--- src/rtl/ea_pkg.sv ---
package ea_pkg;
    localparam int ADDR_W = 15;
    localparam int PAGE_W = 2;
    localparam int OFF_W  = ADDR_W - PAGE_W;
    localparam int DATA_W = 8;
    localparam int DISP_W = 7;

    typedef logic [ADDR_W-1:0] addr_t;
    typedef logic [OFF_W-1:0]  off_t;
    typedef logic [PAGE_W-1:0] page_t;
    typedef logic [DATA_W-1:0] byte_t;

    typedef enum logic [1:0] {
        IDX_NONE = 2'd0,
        IDX_ADD  = 2'd1,
        IDX_INC  = 2'd2,
        IDX_DEC  = 2'd3
    } idx_op_e;

    typedef enum logic [1:0] {
        ST_IDLE,
        ST_PTR_HI,
        ST_PTR_LO,
        ST_FINISH
    } ea_state_e;

    // Add an offset inside the page of 'a'; page bits never change.
    function automatic addr_t in_page_add(addr_t a, off_t d);
        off_t o;
        o = a[OFF_W-1:0] + d;
        return {a[ADDR_W-1:OFF_W], o};
    endfunction
endpackage

--- src/rtl/ea_base.sv ---
module ea_base
    import ea_pkg::*;
(
    input  addr_t pc,
    input  logic  rel_mode,
    input  byte_t opnd_hi,
    input  byte_t opnd_lo,
    output addr_t base
);
    localparam int EXT_W = OFF_W - DISP_W;

    logic [2*DATA_W-1:0] both;
    off_t                disp;
    off_t                abs_off;
    logic                unused_bits;

    assign both        = {opnd_hi, opnd_lo};
    assign abs_off     = both[OFF_W-1:0];
    assign disp        = {{EXT_W{opnd_lo[DISP_W-1]}}, opnd_lo[DISP_W-1:0]};
    assign unused_bits = ^both[2*DATA_W-1:OFF_W];

    always_comb begin
        if (rel_mode) base = in_page_add(pc, disp);
        else          base = {pc[ADDR_W-1:OFF_W], abs_off};
    end
endmodule

--- src/rtl/ea_index.sv ---
module ea_index
    import ea_pkg::*;
(
    input  idx_op_e op,
    input  byte_t   idx_val,
    input  addr_t   addr_in,
    output byte_t   idx_adj,
    output addr_t   addr_out,
    output logic    idx_write
);
    always_comb begin
        case (op)
            IDX_INC: idx_adj = idx_val + byte_t'(1);
            IDX_DEC: idx_adj = idx_val - byte_t'(1);
            default: idx_adj = idx_val;
        endcase
        if (op == IDX_NONE) addr_out = addr_in;
        else                addr_out = in_page_add(addr_in, off_t'(idx_adj));
        idx_write = (op == IDX_INC) || (op == IDX_DEC);
    end
endmodule

--- src/rtl/ea_gen.sv ---
module ea_gen
    import ea_pkg::*;
(
    input  logic        clk,
    input  logic        rst,
    input  logic        req_valid,
    input  logic [14:0] pc,
    input  logic        rel_mode,
    input  logic        indirect,
    input  logic [1:0]  idx_op,
    input  logic        dest_r0,
    input  logic [7:0]  opnd_hi,
    input  logic [7:0]  opnd_lo,
    input  logic [7:0]  idx_val,
    output logic        busy,
    output logic        done,
    output logic [14:0] ea,
    output logic [7:0]  idx_new,
    output logic        idx_we,
    output logic        illegal,
    output logic        mem_rd,
    output logic [14:0] mem_addr,
    input  logic [7:0]  mem_rdata
);
    ea_state_e state;
    addr_t     ptr_addr;
    logic [DATA_W-2:0] ptr_hi;
    idx_op_e   op_q;
    byte_t     idx_q;

    addr_t   base;
    idx_op_e op_in;
    idx_op_e ix_op;
    byte_t   ix_val;
    addr_t   ix_addr_in;
    byte_t   ix_adj;
    addr_t   ix_addr;
    logic    ix_we;
    logic    bad_req;

    assign op_in   = idx_op_e'(idx_op);
    assign bad_req = (op_in != IDX_NONE) && !dest_r0;

    ea_base u_base (
        .pc      (pc),
        .rel_mode(rel_mode),
        .opnd_hi (opnd_hi),
        .opnd_lo (opnd_lo),
        .base    (base)
    );

    // The index unit serves the direct path from the request and the
    // indirect path from the latched request plus the fetched pointer.
    always_comb begin
        if (state == ST_FINISH) begin
            ix_op      = op_q;
            ix_val     = idx_q;
            ix_addr_in = {ptr_hi, mem_rdata};
        end else begin
            ix_op      = op_in;
            ix_val     = idx_val;
            ix_addr_in = base;
        end
    end

    ea_index u_index (
        .op       (ix_op),
        .idx_val  (ix_val),
        .addr_in  (ix_addr_in),
        .idx_adj  (ix_adj),
        .addr_out (ix_addr),
        .idx_write(ix_we)
    );

    always_ff @(posedge clk) begin
        if (rst) begin
            state    <= ST_IDLE;
            done     <= 1'b0;
            illegal  <= 1'b0;
            idx_we   <= 1'b0;
            ea       <= '0;
            idx_new  <= '0;
            ptr_addr <= '0;
            ptr_hi   <= '0;
            op_q     <= IDX_NONE;
            idx_q    <= '0;
        end else begin
            done    <= 1'b0;
            illegal <= 1'b0;
            idx_we  <= 1'b0;
            case (state)
                ST_IDLE: begin
                    if (req_valid) begin
                        if (bad_req) begin
                            done    <= 1'b1;
                            illegal <= 1'b1;
                        end else if (indirect) begin
                            ptr_addr <= base;
                            op_q     <= op_in;
                            idx_q    <= idx_val;
                            state    <= ST_PTR_HI;
                        end else begin
                            done    <= 1'b1;
                            ea      <= ix_addr;
                            idx_new <= ix_adj;
                            idx_we  <= ix_we;
                        end
                    end
                end
                ST_PTR_HI: state <= ST_PTR_LO;
                ST_PTR_LO: begin
                    ptr_hi <= mem_rdata[DATA_W-2:0];
                    state  <= ST_FINISH;
                end
                ST_FINISH: begin
                    done    <= 1'b1;
                    ea      <= ix_addr;
                    idx_new <= ix_adj;
                    idx_we  <= ix_we;
                    state   <= ST_IDLE;
                end
                default: state <= ST_IDLE;
            endcase
        end
    end

    assign busy     = (state != ST_IDLE);
    assign mem_rd   = (state == ST_PTR_HI) || (state == ST_PTR_LO);
    assign mem_addr = (state == ST_PTR_LO) ? in_page_add(ptr_addr, off_t'(1)) : ptr_addr;
endmodule

--- config.mk ---
export PLATFORM = sky130hd
export DESIGN_NAME = ea_gen
export DESIGN_NICKNAME = d
export VERILOG_FILES = /design/src/rtl/ea_pkg.sv /design/src/rtl/ea_base.sv /design/src/rtl/ea_index.sv /design/src/rtl/ea_gen.sv
export SDC_FILE = /design/constraint.sdc
export NUM_CORES = 1
export LEC_CHECK = 0
export ABC_AREA = 1
export BUFFER_PORTS_ARGS = -buffer_cell sky130_fd_sc_hd__buf_4
export CORE_ASPECT_RATIO = 1.1
export CORE_MARGIN = 2
export CORE_UTILIZATION = 51
export DETAILED_ROUTE_END_ITERATION = 10
export GPL_ROUTABILITY_DRIVEN = 0
export PLACE_DENSITY = 0.79
export SLEW_MARGIN = 20
export SYNTH_ARGS = -nofsm -noshare
export SYNTH_HDL_FRONTEND = slang
export SYNTH_HIERARCHICAL = 1
export SYNTH_SLANG_ARGS = --single-unit
--- constraint.sdc ---
create_clock -name clk -period 3.35 [get_ports clk]
set_input_delay 0.5025 -clock clk [delete_from_list [all_inputs] [get_ports clk]]
set_output_delay 0.5025 -clock clk [all_outputs]
set_load 0.01 [all_outputs]
==> results.json <==
{
  "cp_cell_sequence": "ha_2 -> buf_6 -> o21ai_4 -> buf_4 -> nand3_4 -> nand3_2 -> o21bai_4 -> or2_1 -> nand3_1 -> o21ai_2 -> ha_1 -> a21oi_2 -> nand2_2 -> a21oi_4 -> o21ai_4 -> nand2_1 -> nand2_1 -> nand2_1 -> inv_1 -> a21oi_2 -> nor2_1",
  "start_kind": "flip-flop",
  "fin_crit_sh_pct": 97.6,
  "synth_area_um2": 5100,
  "power_mw": 4.06,
  "vias": 5667,
  "grt_max_degree": 48,
  "antenna_left": 0,
  "synth_largest_area_cell": "dfxtp_1",
  "path_max_fanout": 9,
  "post_drt_wl_per_cell_um": 12.9,
  "crit_top_cell": "nand2_1",
  "cts_buffer_depth": 2,
  "io_buffers": 94,
  "cts.clk_slew.worst_paths_ns": 0.07,
  "cp.required_ns": 3.59,
  "fin_ws_ns": 0.0807,
  "vias_per_cell": 5.19,
  "dieArea_um2": 10800,
  "start_util_pct": 52.0,
  "final_nets": 1050,
  "power-per-cell-area_nw_per_um2": 626,
  "regArea_um2": 1200,
  "area_growth_syn_to_layout_pct": 27.3,
  "synth_warnings": 6,
  "period_needed_ns": 3.27,
  "ys_seq_elements": 60,
  "first_pass_iters": 8,
  "violations": "design-rule violations",
  "maxCapViolCount": 0,
  "placedCellCount": 1070,
  "overflow": 0,
  "ff2ff_setup_slack_ns": 0.08,
  "diodes": 0,
  "pin_count": 98,
  "numCtsBuffers": 9,
  "path_class": "flip-flop to flip-flop",
  "status": "complete, but fails checks",
  "stdcell_count": 1091,
  "slew_viol_final": 0,
  "slew_headroom_pct": 43.6,
  "hold_class": "input port to flip-flop",
  "mappedNetlistNets": 943,
  "die_x_um": 99.3,
  "cp_slowest_stage_delay_ns": 0.36,
  "tightest_slew_ns": 0.843,
  "cts_root_buf": "clkbuf_8",
  "syn_area_per_cell_um2": 5.93,
  "dp_slack_ns": -0.105,
  "hold_viol": 0,
  "power_leakage_nw": 3.54,
  "drive_gt1_share_pct": 24.2,
  "drc": 1,
  "htreeDepth": 3,
  "synth.area.top_cells": "dfxtp_1 24%, nand2_1 22%, nor2_1 7.9%",
  "cts.sinks": 60,
  "syn_inst": 860,
  "yosysUniqueCellTypes": 35,
  "grt_pass1_vias": 5004,
  "dieHeight_um": 109,
  "grt_pass1_wl_mm": 22.0,
  "core_area_um2": 9790,
  "ir_drop_mv": 0.294,
  "cts_tree": "done",
  "grt_use_total_pct": 25.0,
  "fin_worst_skew_ns": 0.0108,
  "dpl.hpwl_mm": 10.1,
  "hold_ws_ns": 0.386,
  "critical_path.top_delay_family": "compound AO/OA/AOI/OAI gates",
  "clk_latency_ns": 0.34,
  "fmax_mhz": 306,
  "end_kind": "flip-flop",
  "yosysSeqAreaShare_pct": 23.6,
  "drt_first_iter_violations": 242,
  "antenna_found_initial": 0,
  "cp_data_arrival_time_ns": 3.51,
  "fillers": 895,
  "cpMaxStageDelayCell": "ha_1",
  "fp-row-count": 38,
  "routed_wl_mm": 14.1,
  "worstPathBufferInverterCount": 3,
  "finalSetupViolations": 0,
  "netlist.area_leader.share_pct": 23.6,
  "multi_input_area_um2": 3530
}
-- layout by cell type (no fill, tap or decap), types with 2 or more instances in the layout --
master        n
nand4_1      17
dfxtp_2       2
nor2_1      102
clkinvlp_4    2
o21ai_2       8
o21ai_1       7
nand2_4       4
clkbuf_8     10
o21ai_4       2
inv_2         9
a21oi_2      10
nand2_1     288
a21oi_1      36
ha_1         21
o21ai_0      19
nand3b_1     23
nand3_4       3
buf_4       135
nand2_2      15
nand3_2       9
ha_4          4
fa_1          2
dfxtp_1      58
nor2_2        6
inv_1        88
buf_6         3
xnor2_1       6
nor3_1        5
a31oi_1       2
nand3_1      45
or2_2         5
xor2_1       11
-- metal layers --
| metal | routed length, µm | global-route usage [%] |
|---|---|---|
| met3 | 872 | 5.71 |
| met1 | 5800 | 29.5 |
| met4 | 487 | 11.4 |
| met2 | 6920 | 43.4 |
| met5 | 0 | 0 |
-- worst reg2reg max path: cells and delay by family (launching register included) --
| family | cells | cell delay (ns) |
|---|---|---|
| compound gates | 7 | 0.95 |
| simple gates | 9 | 0.92 |
| fa+ha+maj | 2 | 0.55 |
| buf+inv | 3 | 0.43 |
| flops | 1 | 0.32 |
-- synthesized netlist by cell type (all sizes together) --
cell type / count
a21boi: 1
a21o: 1
a21oi: 47
a31oi: 2
buf: 31
clkbuf: 11
clkinv: 1
dfxtp: 60
fa: 2
ha: 26
inv: 97
nand2: 307
nand3: 57
nand3b: 23
nand4: 17
nor2: 109
nor3: 5
nor4: 1
o21ai: 36
o21bai: 2
o22ai: 1
or2: 6
xnor2: 6
xor2: 11
-- metrics by stage --
step	utilization (%)	setup TNS [ns]	instance area (µm²)
CTS	63.3	0	6200
floorplan	-	0	5100
global route	66.2	-0.669	6490
finish	66.2	0	6490
global placement	61.0	-0.126	5980
detailed placement	61.0	-0.463	5980
-- cell families after synthesis --
logic type               Yosys count  synth area share [%]
AO/OA/AOI/OAI                     90                  9.55
XOR/XNOR                          17                  2.92
adder cells (fa/ha/maj)           28                  7.17
buffers and inverters            140                  12.3
flip-flops                        60                  23.6
AND/OR/NAND/NOR                  525                  44.5
-- registers in the layout, indices dropped and copies added, names as in the netlist --
signal    flops
idx_q         8
op_q          2
idx_new       8
illegal       1
done          1
ptr_hi        7
idx_we        1
ea           15
state         2
ptr_addr     15
-- final timing paths --
kind	startpoint	end	cells after the start
max	state[1]$_SDFFE_PP0P_	ea[12]$_SDFFE_PP0P_	21
min	rst	ptr_addr[4]$_SDFFE_PP0P_	2
max reg2reg	state[1]$_SDFFE_PP0P_	ea[12]$_SDFFE_PP0P_	21
min reg2reg	op_q[1]$_SDFFE_PP0P_	op_q[1]$_SDFFE_PP0P_	2
-- cell type report --
| cell class | count | area share, % |
|---|---|---|
| Clock buffer | 11 | 2.18 |
| Clock inverter | 4 | 0.771 |
| Inverter | 98 | 5.67 |
| Multi-Input combinational cell | 660 | 54.4 |
| Sequential cell | 60 | 18.5 |
| Tap cell | 120 | 2.31 |
| Timing Repair Buffer | 138 | 16.1 |
-- power breakdown --
part	internal, mW	switching (mW)
Combinational	1.05	1.41
Sequential	0.867	0.0702
Clock	0.359	0.301
-- what timing repair did --
action                     in CTS  in global routing
setup endpoints to repair       8                 10
hold buffers                    0                  0
pin swaps                       0                 19
setup buffers                   0                  6
resized for setup               7                 65
Power figures use the tool's default switching activity.
